$ cat config.mk
export PLATFORM = sky130hd
export DESIGN_NAME = lpm_ctrl
export DESIGN_NICKNAME = d
export VERILOG_FILES = /design/src/rtl/lpm_pkg.sv /design/src/rtl/lpm_mode_dec.sv /design/src/rtl/lpm_wake_eval.sv /design/src/rtl/lpm_gate_dec.sv /design/src/rtl/lpm_ctrl.sv
export SDC_FILE = /design/constraint.sdc
export NUM_CORES = 1
export LEC_CHECK = 0
export CAP_MARGIN = 25
export CORE_UTILIZATION = 40
export CTS_CLUSTER_DIAMETER = 200
export DETAILED_ROUTE_END_ITERATION = 10
export GPL_ROUTABILITY_DRIVEN = 0
export PLACE_DENSITY = 0.81
export SETUP_SLACK_MARGIN = 0.15
export SLEW_MARGIN = 40
export SYNTH_ARGS = -nofsm -noshare
export SYNTH_HDL_FRONTEND = slang
export SYNTH_SLANG_ARGS = --single-unit
$ cat constraint.sdc
create_clock -name clk -period 2.45 [get_ports clk]
set_input_delay 0.245 -clock clk [delete_from_list [all_inputs] [get_ports clk]]
set_output_delay 0.245 -clock clk [all_outputs]
set_load 0.02 [all_outputs]
$ cat src/rtl/lpm_pkg.sv
package lpm_pkg;

  typedef enum logic [1:0] {
    MODE_RUN   = 2'd0,
    MODE_SLEEP = 2'd1,
    MODE_DEEP  = 2'd2,
    MODE_STBY  = 2'd3
  } lpm_mode_e;

  typedef enum logic [3:0] {
    ST_RUN,
    ST_SLEEP,
    ST_DEEP,
    ST_STBY,
    ST_REG,
    ST_PWR,
    ST_IRC,
    ST_XTAL,
    ST_XSET,
    ST_PLL
  } lpm_state_e;

  typedef struct packed {
    logic cpu_clk;
    logic core_clk;
    logic irc;
    logic xtal;
    logic pll;
    logic pwr;
    logic reg_lp;
  } lpm_gates_t;

endpackage

$ cat src/rtl/lpm_mode_dec.sv
module lpm_mode_dec
  import lpm_pkg::*;
(
  input  logic      deep,
  input  logic      stby,
  input  logic      wkrst,
  output lpm_mode_e mode
);
  always_comb begin
    if (!deep)               mode = MODE_SLEEP;
    else if (stby && wkrst)  mode = MODE_STBY;
    else                     mode = MODE_DEEP;
  end
endmodule

$ cat src/rtl/lpm_wake_eval.sv
module lpm_wake_eval
  import lpm_pkg::*;
#(
  parameter int NEXTI = 4,
  parameter int NWKUP = 2
) (
  input  lpm_mode_e        mode,
  input  logic             wfe,
  input  logic             sev,
  input  logic             irq_any,
  input  logic             evt_any,
  input  logic [NEXTI-1:0] exti_irq,
  input  logic [NEXTI-1:0] exti_evt,
  input  logic [NWKUP-1:0] wkup_pin,
  input  logic             wdog_rst,
  input  logic             rtc_alarm,
  output logic             wake
);
  logic line_irq, line_evt, core_hit, line_hit, stby_hit;

  assign line_irq = |exti_irq;
  assign line_evt = |exti_evt;

  // wait-for-event accepts events, plus interrupts when sev is set
  assign core_hit = wfe ? (evt_any  | (sev & irq_any))  : irq_any;
  assign line_hit = wfe ? (line_evt | (sev & line_irq)) : line_irq;
  assign stby_hit = (|wkup_pin) | wdog_rst | rtc_alarm;

  always_comb begin
    unique case (mode)
      MODE_SLEEP: wake = core_hit;
      MODE_DEEP:  wake = line_hit;
      MODE_STBY:  wake = stby_hit;
      default:    wake = 1'b0;
    endcase
  end
endmodule

$ cat src/rtl/lpm_gate_dec.sv
module lpm_gate_dec
  import lpm_pkg::*;
(
  input  lpm_state_e state,
  input  logic       lp_sel,
  output lpm_gates_t gates
);
  always_comb begin
    gates = '0;
    unique case (state)
      ST_RUN:   gates = '{cpu_clk:1'b1, core_clk:1'b1, irc:1'b1, xtal:1'b1,
                          pll:1'b1, pwr:1'b1, reg_lp:1'b0};
      ST_SLEEP: gates = '{cpu_clk:1'b0, core_clk:1'b1, irc:1'b1, xtal:1'b1,
                          pll:1'b1, pwr:1'b1, reg_lp:1'b0};
      ST_DEEP: begin
        gates.pwr    = 1'b1;
        gates.reg_lp = lp_sel;
      end
      ST_STBY:  gates = '0;
      ST_PWR, ST_REG: gates.pwr = 1'b1;
      ST_IRC: begin
        gates.pwr = 1'b1;
        gates.irc = 1'b1;
      end
      ST_XTAL, ST_XSET: begin
        gates.pwr  = 1'b1;
        gates.irc  = 1'b1;
        gates.xtal = 1'b1;
      end
      ST_PLL: begin
        gates.pwr  = 1'b1;
        gates.irc  = 1'b1;
        gates.xtal = 1'b1;
        gates.pll  = 1'b1;
      end
      default: gates = '0;
    endcase
  end
endmodule

$ cat src/rtl/lpm_ctrl.sv
module lpm_ctrl
  import lpm_pkg::*;
#(
  parameter int NEXTI       = 4,
  parameter int NWKUP       = 2,
  parameter int XTAL_SETTLE = 2
) (
  input  logic             clk,
  input  logic             rst_n,
  input  logic             entry_vld,
  input  logic             entry_wfe,
  input  logic             ctl_deep,
  input  logic             ctl_stby,
  input  logic             ctl_wkrst,
  input  logic             ctl_sevonpend,
  input  logic             ctl_reglp,
  input  logic             irq_any,
  input  logic             evt_any,
  input  logic [NEXTI-1:0] exti_irq,
  input  logic [NEXTI-1:0] exti_evt,
  input  logic [NWKUP-1:0] wkup_pin,
  input  logic             wdog_rst,
  input  logic             rtc_alarm,
  input  logic             reg_rdy,
  input  logic             pwr_good,
  input  logic             irc_rdy,
  input  logic             xtal_rdy,
  input  logic             pll_rdy,
  output logic             cpu_clk_en,
  output logic             core_clk_en,
  output logic             irc_en,
  output logic             xtal_en,
  output logic             pll_en,
  output logic             core_pwr_en,
  output logic             reg_lowpwr,
  output logic             wake_pulse,
  output logic             por_pulse,
  output logic [1:0]       cur_mode
);
  localparam int SETTLE = (XTAL_SETTLE < 1) ? 1 : XTAL_SETTLE;
  localparam int CW     = $clog2(SETTLE + 1);
  localparam logic [CW-1:0] CNT_LAST = CW'(SETTLE - 1);

  lpm_state_e    state_q, state_d;
  lpm_mode_e     mode_q, mode_d, entry_mode;
  logic          wfe_q, sev_q, lp_q;
  logic [CW-1:0] cnt_q;
  logic          wake_q, por_q, wake_hit;
  lpm_gates_t    gates;

  lpm_mode_dec u_dec (
    .deep  (ctl_deep),
    .stby  (ctl_stby),
    .wkrst (ctl_wkrst),
    .mode  (entry_mode)
  );

  lpm_wake_eval #(.NEXTI(NEXTI), .NWKUP(NWKUP)) u_wake (
    .mode      (mode_q),
    .wfe       (wfe_q),
    .sev       (sev_q),
    .irq_any   (irq_any),
    .evt_any   (evt_any),
    .exti_irq  (exti_irq),
    .exti_evt  (exti_evt),
    .wkup_pin  (wkup_pin),
    .wdog_rst  (wdog_rst),
    .rtc_alarm (rtc_alarm),
    .wake      (wake_hit)
  );

  lpm_gate_dec u_gate (
    .state  (state_q),
    .lp_sel (lp_q),
    .gates  (gates)
  );

  always_comb begin
    state_d = state_q;
    mode_d  = mode_q;
    unique case (state_q)
      ST_RUN: if (entry_vld) begin
        mode_d = entry_mode;
        unique case (entry_mode)
          MODE_SLEEP: state_d = ST_SLEEP;
          MODE_DEEP:  state_d = ST_DEEP;
          MODE_STBY:  state_d = ST_STBY;
          default:    state_d = ST_RUN;
        endcase
      end
      ST_SLEEP: if (wake_hit) state_d = ST_RUN;
      ST_DEEP:  if (wake_hit) state_d = lp_q ? ST_REG : ST_IRC;
      ST_STBY:  if (wake_hit) state_d = ST_PWR;
      ST_REG:   if (reg_rdy)  state_d = ST_IRC;
      ST_PWR:   if (pwr_good) state_d = ST_IRC;
      ST_IRC:   if (irc_rdy)  state_d = ST_XTAL;
      ST_XTAL:  if (xtal_rdy) state_d = ST_XSET;
      ST_XSET:  if (cnt_q == CNT_LAST) state_d = ST_PLL;
      ST_PLL:   if (pll_rdy)  state_d = ST_RUN;
      default:  state_d = ST_RUN;
    endcase
    if (state_d == ST_RUN) mode_d = MODE_RUN;
  end

  always_ff @(posedge clk or negedge rst_n) begin
    if (!rst_n) begin
      state_q <= ST_RUN;
      mode_q  <= MODE_RUN;
      wfe_q   <= 1'b0;
      sev_q   <= 1'b0;
      lp_q    <= 1'b0;
      cnt_q   <= '0;
      wake_q  <= 1'b0;
      por_q   <= 1'b0;
    end else begin
      state_q <= state_d;
      mode_q  <= mode_d;
      if (state_q == ST_RUN && entry_vld) begin
        wfe_q <= entry_wfe;
        sev_q <= ctl_sevonpend;
        lp_q  <= ctl_reglp;
      end
      if (state_q == ST_XSET) cnt_q <= cnt_q + 1'b1;
      else                    cnt_q <= '0;
      wake_q <= (state_d == ST_RUN) && (state_q != ST_RUN);
      por_q  <= (state_d == ST_RUN) && (state_q != ST_RUN) && (mode_q == MODE_STBY);
    end
  end

  assign cpu_clk_en  = gates.cpu_clk;
  assign core_clk_en = gates.core_clk;
  assign irc_en      = gates.irc;
  assign xtal_en     = gates.xtal;
  assign pll_en      = gates.pll;
  assign core_pwr_en = gates.pwr;
  assign reg_lowpwr  = gates.reg_lp;
  assign wake_pulse  = wake_q;
  assign por_pulse   = por_q;
  assign cur_mode    = mode_q;
endmodule

==> summary.txt, run 1 <==
Route
  • Vias per Instance: 5.68
  • Starting DRT DRC Count: 12
  • Drt total wl: 2.17 mm
  • # DRC: 0
  • WL/cell: 13.4 um
  • TritonRoute pass-1 iters: 4
  • Post-DRT Antenna Nets: 0
  • Via count: 914

Floorplan
  • Core footprint: 1980 sq um
  • Die H: 48.0 um
  • Starting Density: 0.427
  • Die extent in x: 48.0 um
  • Die area: 2300 sq um
  • Row Count: 16
  • Top Ports: 39

STA
  • Unrepaired setup endpoints after global routing: no
  • Final Skew: 0.00389 ns
  • Period minus WS final: 2.20 ns
  • Setup-violating endpoint count in the final report: 0
  • Tcrit/Tclk final: 0.897
  • Setup TNS Final: 0 ns
  • Fin. max-slew vios: 0
  • Final Hold Violating Endpoints: 0
  • Fmax: 455 MHz
  • Worst-Margin Slew: 0.600 ns
  • Worst rel slew slack: 0.599

Clock tree
  • Hold-fix buffers, CTS: 0
  • Clock tree buffer depth: 2
  • Clock slew at reported path FFs: 0.08 ns
  • CTS tree: built
  • Clk sink count: 13
  • Clock Latency Late Sink: 0.29 ns
  • H-tree depth: 1
  • Root Driver: clkbuf_4
  • CTS buffer count: 3

Critical path
  • Worst Setup SP: state_q[3]
  • CP max FO: 12
  • Critical path launch point type: flop
  • Worst r2r src: state_q[0]
  • Flop2flop setup slack: 0.35 ns
  • Arr. time, crit path: 1.95 ns
  • CP Capture Type: output pin
  • CP Class: flop to output pin
  • Worst R2R Path Depth: 6
  • WP data required: 2.20 ns
  • Worst r2r dst: por_pulse

Yosys
  • Seq cells post-synth: 13
  • Mean Syn Cell Area: 9.00 sq um
  • Mapped Cells: 94
  • Yosys cell types: 37
  • YS warnings: 0
  • Post-Synthesis Cell Area: 846 sq um
  • Net count after synthesis: 123
  • Seq/Total Area, Yosys: 0.385

Layout
  • Share of layout cells above drive strength 1: 0.104
  • Post-route cell area: 1290 sq um
  • Final core occ: 0.652
  • Syn-to-layout area delta: 52.8%
  • Final #Nets: 164
  • Number of diodes: 0

Global routing
  • GRT Resource Usage Total: 0.211
  • Initial antenna violation count: 0
  • Global-route wire length before repair: 3.27 mm
  • Vias in the first global route: 813
  • Final global-route overflow total: 0
  • Largest net degree at the start of global routing: 17

Run
  • Max Cap Viol: 0

Placed design
  • IO buf count: 38
  • Post-DP Area: 1250 sq um
  • Post-DP HPWL: 1.62 mm

Power
  • Power per cell area: 1150 nW/um^2
  • Max VDD drop: 0.000569 V
  • Leak pwr: 0.532 nW

Run status
  • Status: complete, no violations

Worst hold path
  • Worst hold path class: input port to asynchronous set/reset pin
flip-flops by register name, summed over array words and instances (netlist names):
name        flops
wfe_q           1
lp_q            1
cnt_q           2
wake_pulse      1
sev_q           1
por_pulse       1
state_q         4
cur_mode        2
stage by stage:
step / power, W / instances / hold slack (ns) / setup slack [ns]
finish: 0.00148 / 161 / 0.328 / 0.252
global route: 0.00158 / 161 / 0.369 / 0.155
CTS: 0.00145 / 159 / 0.339 / 0.211
detailed placement: 0.00131 / 155 / 0.435 / 0.305
global placement: 0.00129 / 155 / 0.429 / 0.326
floorplan: 0.000992 / 94 / -0.0506 / 0.530
cells in the final DEF (no fill, tap or decap), types with 4 or more instances in the layout:
cell type,synthesis,final
nor2b_1,6,6
nor3_1,4,4
o22ai_1,4,4
buf_4,0,4
o21ai_0,4,4
dfrtp_1,13,13
nor4_1,4,4
nand2_1,10,10
inv_1,4,4
nor2_1,4,4
clkdlybuf4s50_1,0,37
cell usage after synthesis, drive strengths merged:
cell     n  area [sq um]
dfrtp   13           325
nand2   10          37.5
nor2b    6          37.5
nor3     5          30.0
nor4     5          46.3
buf      4          18.8
inv      4          15.0
nor2     4          15.0
o21ai    4          20.0
o22ai    4          25.0
a21oi    3          15.0
mux2     3          33.8
nand2b   3          18.8
nand3    3          15.0
a211o    2          17.5
clkbuf   2          7.51
nor3b    2          15.0
a21boi   1          7.51
a221o    1          10.0
a22o     1          8.76
a311oi   1          8.76
a31o     1          8.76
a31oi    1          6.26
a32oi    1          8.76
a41o     1          10.0
a41oi    1          8.76
and3     1          6.26
ha       1          12.5
mux2i    1          10.0
nand3b   1          7.51
o221a    1          11.3
o221ai   1          8.76
or3      1          11.3
or4      1          7.51
power breakdown:
| group | internal [W] | total, W | leakage (nW) | switching, W |
|---|---|---|---|---|
| Sequential | 0.000290 | 0.000412 | 0.167 | 0.000122 |
| Clock | 0.0000634 | 0.000140 | 0.0150 | 0.0000765 |
| Combinational | 0.000471 | 0.000929 | 0.350 | 0.000458 |
| Total | 0.000825 | 0.00148 | 0.532 | 0.000656 |
cells by family (layout without fill, tap and decap cells):
group | count (synthesis) | after routing | synth area share
AOI/OAI and AO/OA | 24 | 24 | 0.207
adders and majority gates | 1 | 1 | 0.0148
DFF | 13 | 13 | 0.385
muxes | 4 | 4 | 0.0518
and+or+nand+nor | 42 | 42 | 0.293
buffers and inverters | 10 | 50 | 0.0488
area by class of cell:
class	count	area (sq um)
repair buffers	42	413
fillers	165	689
inverters	4	15.0
well taps	27	33.8
flip-flops and latches	13	325
clock buffers	4	26.3
multi-input cells	71	479
how the worst max path moves through the flow:
stage | end | slack, ns | cells past startpoint
after floorplan | cur_mode[0] | 0.53 | 7
after global placement | wake_pulse | 0.33 | 7
after detailed placement | por_pulse | 0.31 | 7
after CTS | cpu_clk_en | 0.21 | 2
after global routing | irc_en | 0.15 | 4
final | cpu_clk_en | 0.25 | 2
routing by layer:
| layer | global-route usage | vias to the layer above | routed length, um |
|---|---|---|---|
| met4 | 0.117 | 0 | 57 |
| met3 | 0.0377 | 7 | 144 |
| met2 | 0.362 | 36 | 1050 |
| met1 | 0.248 | 439 | 913 |
| met5 | 0 | - | 0 |
| li1 | - | 432 | - |
timing repair:
item / 4_1_cts / 5_1_grt
setup buffers: 0 / 2
gates resized for setup: 0 / 1
endpoints found under the setup margin: 0 / 2
critical path, stage by stage, from the launching register on:
cell and delay, ns:
dfrtp_1 0.53, nor4_4 0.45, clkdlybuf4s50_1 0.68
Power figures use the tool's default switching activity.
==> run 2: changes to the inputs <==
--- a/config.mk
+++ b/config.mk
@@ -11,7 +11,6 @@
 export DETAILED_ROUTE_END_ITERATION = 10
 export GPL_ROUTABILITY_DRIVEN = 0
 export PLACE_DENSITY = 0.81
-export SETUP_SLACK_MARGIN = 0.15
 export SLEW_MARGIN = 40
 export SYNTH_ARGS = -nofsm -noshare
 export SYNTH_HDL_FRONTEND = slang
==> run 2 against run 1 <==
Net effect: global-route usage did not move; via count fell by 0.98%; critical endpoint unchanged; clock skew is 0.0015 ns lower; hold slack gained 0.0039 ns; critical path type unchanged; routed wire length shrank 3.4%; cell area down 1.4%; setup slack worse by 0.045 ns; critical path depth unchanged; largest power group unchanged; first-iteration DRC count decreased by 25%; clock power about the same.
==> summary.txt, run 2 (synthesis results as in run 1) <==
Clock tree
  • CTS buffer count: 3 (unchanged)
  • Post-CTS Resized: 0 (unchanged)
  • H-tree depth: 1 (unchanged)
  • Clk sink count: 13 (unchanged)
  • Hold-fix buffers, CTS: 0 (unchanged)
  • Post-CTS Setup Bufs: 0 (unchanged)
  • Clock slew at reported path FFs: 0.08 ns (about the same)
  • Root Driver: clkbuf_4
  • Clock Latency Late Sink: 0.29 ns (about the same)
  • Clock tree buffer depth: 2 (unchanged)
  • CTS tree: built

STA
  • Fmax: 446 MHz (-2.0%)
  • Period minus WS final: 2.24 ns (+0.0449 ns)
  • Unrepaired setup endpoints after global routing: no
  • Setup TNS Final: 0 ns (unchanged)
  • Worst-Margin Slew: 0.604 ns (+0.00448 ns)
  • Setup-violating endpoint count in the final report: 0 (unchanged)
  • Worst rel slew slack: 0.596 (-0.00299)
  • Final Skew: 0.00237 ns (-0.00153 ns)
  • Final Hold Violating Endpoints: 0 (unchanged)
  • Fin. max-slew vios: 0 (unchanged)
  • Tcrit/Tclk final: 0.916 (+0.0183)

Run
  • Max Cap Viol: 0 (unchanged)

Critical path
  • CP Class: flop to output pin
  • CP Capture Type: output pin
  • Arr. time, crit path: 2.00 ns (+0.05 ns)
  • WP data required: 2.20 ns (about the same)
  • CP max FO: 12 (unchanged)
  • Critical path launch point type: flop
  • Flop2flop setup slack: 0.35 ns (about the same)
  • Worst R2R Path Depth: 6 (unchanged)

Worst hold path
  • Worst hold path class: input port to asynchronous set/reset pin

Global routing
  • Largest net degree at the start of global routing: 17 (unchanged)
  • Initial antenna violation count: 0 (unchanged)
  • GRT Resource Usage Total: 0.211 (unchanged)
  • Final global-route overflow total: 0 (unchanged)
  • Vias in the first global route: 813 (unchanged)
  • Global-route wire length before repair: 3.27 mm (unchanged)

Layout
  • Post-route cell area: 1270 sq um (-1.4%)
  • Final #Nets: 162 (-1.2%)
  • Syn-to-layout area delta: 50.7%
  • Number of diodes: 0 (unchanged)
  • Share of layout cells above drive strength 1: 0.0909 (-0.0136)
  • Most frequent cells in the layout: 38 x clkdlybuf4s50_1, 13 x dfrtp_1, 10 x nand2_1
  • Commonest non-fill, non-tap cell in the layout: clkdlybuf4s50_1
  • Final core occ: 0.643 (-0.00884)
  • Register bank with the most flops: state_q
  • Largest register FFs: 4 (unchanged)

Placed design
  • IO buf count: 38 (unchanged)
  • Post-DP Area: 1250 sq um (unchanged)
  • Post-DP HPWL: 1.62 mm (unchanged)

Power
  • Power per cell area: 1140 nW/um^2 (-0.80%)
  • Leak pwr: 0.505 nW (-5.1%)
  • Max VDD drop: 0.000582 V (+2.4%)

Route
  • WL/cell: 13.2 um (-2.2%)
  • Via count: 905 (-0.98%)
  • Post-DRT Antenna Nets: 0 (unchanged)
  • TritonRoute pass-1 iters: 5 (+1)
  • Starting DRT DRC Count: 9 (-3)
  • # DRC: 0 (unchanged)
  • Drt total wl: 2.09 mm (-3.4%)
  • Vias per Instance: 5.69 (+0.26%)

Floorplan
  • Die extent in x: 48.0 um (unchanged)
  • Starting Density: 0.427 (unchanged)
  • Die H: 48.0 um (unchanged)
  • Core footprint: 1980 sq um (unchanged)
  • Die area: 2300 sq um (unchanged)
  • Row Count: 16 (unchanged)
  • Top Ports: 39 (unchanged)

Run status
  • Status: complete, no violations
run 2: final timing paths:
kind                                to       start
max                         cpu_clk_en  state_q[3]
min                           cnt_q[0]       rst_n
max reg2reg                  por_pulse  state_q[0]
min reg2reg                   cnt_q[0]    cnt_q[0]
max in group asynchronous  cur_mode[0]       rst_n
min in group clk              cnt_q[0]    cnt_q[0]
run 2: report_power, final:
group	leakage, nW	switching [W]	internal (W)	total [W]
Sequential	0.167	0.000122	0.000290	0.000413
Combinational	0.323	0.000446	0.000452	0.000898
Clock	0.0150	0.0000751	0.0000634	0.000139
Total	0.505	0.000644	0.000805	0.00145
run 2: area by class of cell:
type	count	area, sq um
repair buffers	40	395
well taps	27	33.8
inverters	4	15.0
multi-input cells	71	479
fillers	166	707
clock buffers	4	26.3
flip-flops and latches	13	325
run 2: through the flow:
| step | setup slack (ns) | hold slack, ns | instances | total power [W] |
|---|---|---|---|---|
| after CTS | 0.211 | 0.339 | 159 | 0.00145 |
| after global placement | 0.326 | 0.429 | 155 | 0.00129 |
| after global routing | 0.121 | 0.369 | 159 | 0.00155 |
| final | 0.207 | 0.332 | 159 | 0.00145 |
| after floorplan | 0.530 | -0.0506 | 94 | 0.000992 |
| after detailed placement | 0.305 | 0.435 | 155 | 0.00131 |
run 2: per-layer routing:
layer / track usage / part of all wire / up-vias
met5: 0 / 0 / -
met4: 0.117 / 0.028 / 0
met3: 0.0377 / 0.083 / 7
met2: 0.362 / 0.48 / 48
met1: 0.248 / 0.41 / 420
li1: - / - / 430
run 2: worst max-delay path, cell delays in order, from the launching register on:
cell and delay (ns):
dfrtp_1 0.54, nor4_4 0.48, clkdlybuf4s50_1 0.69
==> run 3: changes to the inputs <==
--- a/config.mk
+++ b/config.mk
@@ -11,6 +11,7 @@
 export DETAILED_ROUTE_END_ITERATION = 10
 export GPL_ROUTABILITY_DRIVEN = 0
 export PLACE_DENSITY = 0.81
+export SKIP_CTS_REPAIR_TIMING = 1
 export SLEW_MARGIN = 40
 export SYNTH_ARGS = -nofsm -noshare
 export SYNTH_HDL_FRONTEND = slang
==> results of run 3 <==
Same layout as run 2: the final DEF is identical, and so are final timing and power.
